--- config.mk ---
export PLATFORM = sky130hd
export DESIGN_NAME = scr_pair
export DESIGN_NICKNAME = d
export VERILOG_FILES = /design/src/rtl/scr_pkg.sv /design/src/rtl/scr_cfg_watch.sv /design/src/rtl/scr_core.sv /design/src/rtl/scr_pair.sv
export SDC_FILE = /design/constraint.sdc
export NUM_CORES = 1
export LEC_CHECK = 0
export BUFFER_PORTS_ARGS = -buffer_cell sky130_fd_sc_hd__buf_2
export CORE_MARGIN = 2
export CORE_UTILIZATION = 35
export CTS_CLUSTER_SIZE = 8
export DETAILED_ROUTE_END_ITERATION = 12
export PLACE_DENSITY = 0.55
export SKIP_LAST_GASP = 1
export SLEW_MARGIN = 20
export SYNTH_ARGS = -nofsm -noshare
export SYNTH_HDL_FRONTEND = slang
export SYNTH_SLANG_ARGS = --single-unit
--- constraint.sdc ---
create_clock -name clk_i -period 1.64 [get_ports clk_i]
set_input_delay 0.492 -clock clk_i [delete_from_list [all_inputs] [get_ports clk_i]]
set_output_delay 0.492 -clock clk_i [all_outputs]
set_load 0.02 [all_outputs]
--- src/rtl/scr_pkg.sv ---
package scr_pkg;
  localparam int unsigned LFSR_W  = 23;
  localparam int unsigned TAP7_A  = 6;
  localparam int unsigned TAP7_B  = 5;
  localparam int unsigned TAP23_A = 22;
  localparam int unsigned TAP23_B = 17;
  localparam logic [LFSR_W-1:0] SEED = '1;

  typedef enum logic {POLY_X7 = 1'b0, POLY_X23 = 1'b1} poly_e;
  typedef enum logic {MODE_MULT = 1'b0, MODE_ADD = 1'b1} mode_e;

  typedef struct packed {
    poly_e poly;
    mode_e mode;
  } cfg_t;

  localparam cfg_t CFG_RST = '{poly: POLY_X7, mode: MODE_MULT};

  function automatic logic fb_of(input logic [LFSR_W-1:0] s, input poly_e p);
    logic f;
    case (p)
      POLY_X23: f = s[TAP23_A] ^ s[TAP23_B];
      default:  f = s[TAP7_A] ^ s[TAP7_B];
    endcase
    return f;
  endfunction
endpackage

--- src/rtl/scr_cfg_watch.sv ---
module scr_cfg_watch
  import scr_pkg::*;
(
  input  logic clk_i,
  input  logic rst_ni,
  input  cfg_t cfg_i,
  output logic chg_o
);
  cfg_t cfg_q;

  always_ff @(posedge clk_i or negedge rst_ni) begin
    if (!rst_ni) cfg_q <= CFG_RST;
    else         cfg_q <= cfg_i;
  end

  assign chg_o = (cfg_i != cfg_q);


  chg_flag_chk: assert property (@(posedge clk_i) disable iff (!rst_ni)
    !chg_o |=> (chg_o == (cfg_i != $past(cfg_i))));
endmodule

--- src/rtl/scr_core.sv ---
module scr_core
  import scr_pkg::*;
#(
  parameter bit DESCR = 1'b0
) (
  input  logic clk_i,
  input  logic rst_ni,
  input  cfg_t cfg_i,
  input  logic reseed_i,
  input  logic valid_i,
  input  logic bit_i,
  input  logic frame_i,
  output logic bit_o
);
  localparam int unsigned W = LFSR_W;

  logic [W-1:0] state_q, eff;
  logic fb, line_bit, feed_bit, reload;

  // frame start only reloads in synchronous mode
  assign reload   = reseed_i || (cfg_i.mode == MODE_ADD && frame_i);
  assign eff      = reload ? SEED : state_q;
  assign fb       = fb_of(eff, cfg_i.poly);
  assign bit_o    = bit_i ^ fb;

  generate
    if (DESCR) begin : g_rx
      assign line_bit = bit_i;
    end else begin : g_tx
      assign line_bit = bit_o;
    end
  endgenerate

  assign feed_bit = (cfg_i.mode == MODE_ADD) ? fb : line_bit;

  always_ff @(posedge clk_i or negedge rst_ni) begin
    if (!rst_ni)       state_q <= SEED;
    else if (valid_i)  state_q <= {eff[W-2:0], feed_bit};
    else if (reseed_i) state_q <= SEED;
  end


  hold_chk: assert property (@(posedge clk_i) disable iff (!rst_ni)
    (!valid_i && !reseed_i) |=> $stable(state_q));


  mult_feed_chk: assert property (@(posedge clk_i) disable iff (!rst_ni)
    (valid_i && cfg_i.mode == MODE_MULT) |=> (state_q[0] == $past(line_bit)));


  add_shift_chk: assert property (@(posedge clk_i) disable iff (!rst_ni)
    (valid_i && cfg_i.mode == MODE_ADD && !frame_i && !reseed_i)
      |=> (state_q[W-1:1] == $past(state_q[W-2:0])));


  frame_seed_chk: assert property (@(posedge clk_i) disable iff (!rst_ni)
    (valid_i && cfg_i.mode == MODE_ADD && frame_i) |=> (state_q[W-1:1] == SEED[W-2:0]));


  nonzero_chk: assert property (@(posedge clk_i) disable iff (!rst_ni)
    (valid_i && cfg_i.mode == MODE_ADD)
      |-> ((cfg_i.poly == POLY_X7) ? (|eff[TAP7_A:0]) : (|eff)));
endmodule

--- src/rtl/scr_pair.sv ---
module scr_pair
  import scr_pkg::*;
(
  input  logic clk_i,
  input  logic rst_ni,
  input  logic poly_sel_i,
  input  logic mode_i,
  input  logic tx_valid_i,
  input  logic tx_data_i,
  input  logic tx_frame_i,
  output logic tx_valid_o,
  output logic tx_line_o,
  input  logic rx_valid_i,
  input  logic rx_line_i,
  input  logic rx_frame_i,
  output logic rx_valid_o,
  output logic rx_data_o
);
  cfg_t cfg;
  logic chg;

  assign cfg = '{poly: poly_e'(poly_sel_i), mode: mode_e'(mode_i)};

  scr_cfg_watch u_watch (
    .clk_i  (clk_i),
    .rst_ni (rst_ni),
    .cfg_i  (cfg),
    .chg_o  (chg)
  );

  scr_core #(.DESCR(1'b0)) u_tx (
    .clk_i    (clk_i),
    .rst_ni   (rst_ni),
    .cfg_i    (cfg),
    .reseed_i (chg),
    .valid_i  (tx_valid_i),
    .bit_i    (tx_data_i),
    .frame_i  (tx_frame_i),
    .bit_o    (tx_line_o)
  );

  scr_core #(.DESCR(1'b1)) u_rx (
    .clk_i    (clk_i),
    .rst_ni   (rst_ni),
    .cfg_i    (cfg),
    .reseed_i (chg),
    .valid_i  (rx_valid_i),
    .bit_i    (rx_line_i),
    .frame_i  (rx_frame_i),
    .bit_o    (rx_data_o)
  );

  assign tx_valid_o = tx_valid_i;
  assign rx_valid_o = rx_valid_i;
endmodule

== Word-level counts from Yosys, hierarchy flattened ==
Index checks and enable logic that the tools add are counted.

* Output and inout port bits: 4
* Bits of input ports: 10
* Word-level logic and storage cells: 26
* Register bits after elaboration: 48

* Bitwise logic cells: 6
* Reduce and logical (&&, ||, !) cells: 6
* Equal/unequal tests: 1
* Multiplexer cells: 9

{| class="wikitable"
|+ Operators by type and width
! operator !! count
|-
| $mux W23 || 5
|-
| $xor A1 B1 Y1 || 6
|-
| $mux W1 || 4
|-
| $reduce_bool A2 Y1 || 2
|-
| $logic_and A1 B1 Y1 || 2
|-
| $logic_or A1 B1 Y1 || 2
|-
| $ne A2 B2 Y1 || 1
|}

== Longest topological paths before layout ==
* Depth after elaboration: 8
* Depth in mapped cells: 5
* Mapped depth without buffers: 4

== By module ==
From an unflattened synthesis, not the netlist that was laid out.

* Cell total of the unflattened synthesis: 131
* Area, all modules: 1938.1 um^2

{| class="wikitable"
|+ Modules (own cells, without submodules)
! module !! times used !! seq. area each (um^2) !! cells an instance !! area each (um^2)
|-
| scr_core at u_tx || 1 || 604.3 || 63 || 937.1
|-
| scr_core at u_rx || 1 || 604.3 || 61 || 914.6
|-
| scr_cfg_watch || 1 || 50.0 || 5 || 71.3
|-
| scr_pair || 1 || 0.0 || 2 || 15.0
|}

== Least setup slack after synthesis ==
OpenSTA, ideal clock, no wires.

* Path kind: input -> output
* Start point: input poly_sel_i
* End point: output rx_data_o
* Slack: -170 ps
* Data required time: 1148 ps
* Cell stages on the path: 4
* Buffers on the path: 0
* Arrival time: 1318 ps
* Cell sequence: or2_1 -> o22ai_1 -> nand2_1 -> xnor2_1

* Longest elaborated chain between the ends: 6
* Elaborated cells on any way between the ends: 7
* Classes of those cells: eq/ne (1); mux (2); bitwise (3); reduce/logical (1)

{| class="wikitable"
|+ RTL lines
! element !! RTL line !! text
|-
| from (decl) || scr_pair.sv:6 || <nowiki>input logic poly_sel_i,</nowiki>
|-
| $ne A2 B2 Y1 || scr_cfg_watch.sv:16 || <nowiki>assign chg_o = (cfg_i != cfg_q);</nowiki>
|-
| $logic_or A1 B1 Y1 || scr_core.sv:21 || <nowiki>assign reload = reseed_i || (cfg_i.mode == MODE_ADD && frame_i);</nowiki>
|-
| $mux W23 || scr_core.sv:22 || <nowiki>assign eff = reload ? SEED : state_q;</nowiki>
|-
| $xor A1 B1 Y1 (on tied branches) || scr_pkg.sv:23, scr_pkg.sv:22 ||
|-
| $mux W1 (*) || scr_pkg.sv:21 || <nowiki>case (p)</nowiki>
|-
| $xor A1 B1 Y1 (*) || scr_core.sv:24 || <nowiki>assign bit_o = bit_i ^ fb;</nowiki>
|-
| to (decl) || scr_pair.sv:17 || <nowiki>output logic rx_data_o</nowiki>
|}

Every way passes the cells marked *; elsewhere a longest branch is shown, timed or not.

== Worst setup path in the final report ==
* Start point: register u_rx.state_q[17]
* End point: output rx_data_o

* Longest elaborated chain between the ends: 4

{| class="wikitable"
|+ RTL lines
! element !! RTL line !! text
|-
| from (decl) || scr_core.sv:17 || <nowiki>logic [W-1:0] state_q, eff;</nowiki>
|-
| from (signal assigned) || scr_core.sv:38 || <nowiki>else if (valid_i) state_q <= {eff[W-2:0], feed_bit};</nowiki>
|-
| $mux W23 || scr_core.sv:22 ||
|-
| $xor A1 B1 Y1 || scr_pkg.sv:22 || <nowiki>POLY_X23: f = s[TAP23_A] ^ s[TAP23_B];</nowiki>
|-
| $mux W1 || scr_pkg.sv:21 ||
|-
| $xor A1 B1 Y1 || scr_core.sv:24 ||
|}

Every way passes these cells.

==> reports/qor.yml <==
logic_synthesis:
  ys_types: 20
  synth_top_cell_area_share: 0.6087
  ys_seq_elements: 48
  yosysWarnings: 0
  synth.most_common_cell: "dfstp_2"
  syn-cell-area_mm2: 0.001986
  avgSynthCellArea_um2: 14.71
  synth_common_cells: "dfstp_2 (46), o22a_1 (44), buf_4 (7), xnor2_1 (7), nand2_1 (6)"
  synth-edff-count: 0
  synth_fp_nets: 145
  ys_seq_area_frac: 0.6339
  synth-main-ff-cell: "dfstp_2"
  synth_cells: 135
  synth_area_leaders: "dfstp_2 (61%), o22a_1 (19%), xnor2_1 (3.1%), buf_4 (2.6%), dfrtp_1 (2.5%)"
  synthArstFlopShare: 1.000
  synth_top_cell_by_area: "dfstp_2"
grt:
  grt-ovfl-total: 0
  grt_pass1_wl_um: 5616
  grt_util_all_layers: 0.1156
  antenna_found_initial: 0
  grt_pass1_vias: 1215
  grt_max_degree: 34
floorplanning:
  io_pins: 14
  dieArea_mm2: 0.006292
  std_cell_rows: 27
  die_w_um: 79.32
  fp.dieH_um: 79.32
  coreArea_mm2: 0.005507
  start_util: 0.3606
route:
  drt-total-wl_um: 3218
  viasPerCell: 4.911
  drt_iter0_drc: 58
  drc: 0
  dr.pass1.iters: 3
  num_vias: 1164
  wl_per_cell_um: 13.58
  drtAntennaViolNets: 0
power_and_ir_drop:
  ir_drop_mv: 0.3250
  powerDensity_mw_per_mm2: 940.1
  leakage_nw: 0.8658
clock_tree:
  cts_max_level: 2
  cts_made_buffers: 5
  clkSlewWorstSetupHoldPaths_ns: 0.09
  insertion_delay_ns: 0.29
  cts_root_buf: "clkbuf_8"
  clkSinkCount: 48
  clk_path_buf_depth: 2
  cts_tree: "yes"
  hold_buffers: 0
worst_setup_path:
  cp.required_ns: 1.15
  start_kind: "flop"
  critPathMaxFanout: 2
  critPathLaunch: "u_rx.state_q[17]"
  cp.arrival_ns: 1.53
  r2r_start: "u_watch.cfg_q[1]"
  cp-end-kind: "output port"
  criticalPathCategory: "flop to output port"
cells_and_area:
  num-nets-final: 174
  antenna-diode-count: 0
  utilization: 0.4358
  areaGrowthSynthToFinish_pct: 20.86
  drive_above_1_share: 0.5758
sta:
  fin_crit_ns: 2.020
  finalSetupViolations: 2
  post-route-period-util: 1.231
  finClkSkew_ns: 0.005668
  setup_ws_ns: -0.3796
  rsz0062_at_grt: "true"
  fmax_mhz: 495.2
  holdWs_ns: 0.1207
  maxSlewHeadroom: 0.7310
  hold_viol: 0
  slew_violations: 0
  worst_pin_slew_ns: 0.4035
status:
  violations: "setup timing"
  status: "finished with violations"
run:
  cap_violations: 0
placed_design:
  port_buffers: 13
  hpwl_um: 2243
  place_congestion: 0.7523
worst_hold_path:
  hold_path_class: "input port to asynchronous set/reset pin"
-- routing by layer --
metal | vias to the layer above | wire [um] | track usage
met5 | - | 0 | 0
met4 | 0 | 30 | 0.03621
met3 | 4 | 107 | 0.03977
met2 | 11 | 1582 | 0.1915
met1 | 585 | 1498 | 0.1420
li1 | 564 | - | -
-- critical path: stages, from the launching register on --
cell and delay, ns:
dfstp_2 0.56, xnor2_2 0.08, o22ai_1 0.19, nand2_1 0.12, xnor2_2 0.14, buf_4 0.15
-- worst paths after layout --
kind	end	depth (start not counted)	slack [ns]
worst max-delay path	rx_data_o	5	-0.38
worst min-delay path	u_watch.cfg_q[1]	1	0.12
worst max register to register	u_rx.state_q[19]	4	0.21
worst min register to register	u_tx.state_q[0]	2	0.51
max in group asynchronous	u_tx.state_q[11]	2	0.96
min in group clk_i	u_watch.cfg_q[1]	1	0.34
-- repair_timing --
action,in CTS,in global routing
gates resized for setup,3,0
setup buffers,1,0
endpoints found under the setup margin,2,2
pin swaps,4,0
-- cell type report --
class / instances / area, um2
fillers: 502 / 3107
multi-input cells: 77 / 666.9
well taps: 72 / 90.09
clock buffers: 6 / 82.58
clock inverters: 2 / 38.79
flip-flops and latches: 48 / 1259
repair buffers: 32 / 262.8
-- sequential cells by signal (all words and copies together) (netlist names) --
register       flops
u_tx.state_q      23
u_watch.cfg_q      2
u_rx.state_q      23
-- cell usage in the layout (no fill, tap or decap), drive strengths merged, types with 2 or more instances in the layout --
| cell | netlist | routed |
|---|---|---|
| buf | 10 | 32 |
| clkbuf | 0 | 6 |
| dfrtp | 2 | 2 |
| dfstp | 46 | 46 |
| nand2 | 6 | 6 |
| nand2b | 2 | 2 |
| nand3 | 2 | 2 |
| nand3b | 2 | 2 |
| nor2 | 3 | 3 |
| o21ai | 2 | 2 |
| o22a | 44 | 44 |
| o22ai | 2 | 2 |
| or2 | 2 | 2 |
| xnor2 | 8 | 8 |
-- through the flow --
stage               worst slack [ns]  instance area (um2)  std cells  total power (W)  TNS, ns
floorplan                   -0.06990                 2004        135         0.001326  -0.1354
global placement             -0.2998                 2258        228         0.001403  -0.9363
detailed placement           -0.3039                 2258        228         0.001407   -2.040
CTS                          -0.4054                 2400        237         0.002293  -0.8048
global route                 -0.4915                 2400        237         0.002366  -0.9612
finish                       -0.3796                 2400        237         0.002256  -0.7537
-- report_power, final --
group          leakage [nW]  internal, W  total (W)  switching [W]
clock                0.0614     0.000498   0.000870       0.000371
combinational         0.297    0.0000748   0.000180       0.000105
sequential            0.507      0.00120    0.00121     0.00000499
-- cells by family after synthesis --
family / Yosys count / synth area share
AO/OA/AOI/OAI: 50 / 0.2130
flip-flops: 48 / 0.6339
AND/OR/NAND/NOR: 18 / 0.05986
buffers and inverters: 10 / 0.04348
XOR/XNOR: 8 / 0.04474
multiplexers: 1 / 0.005041
Power figures use the tool's default switching activity.
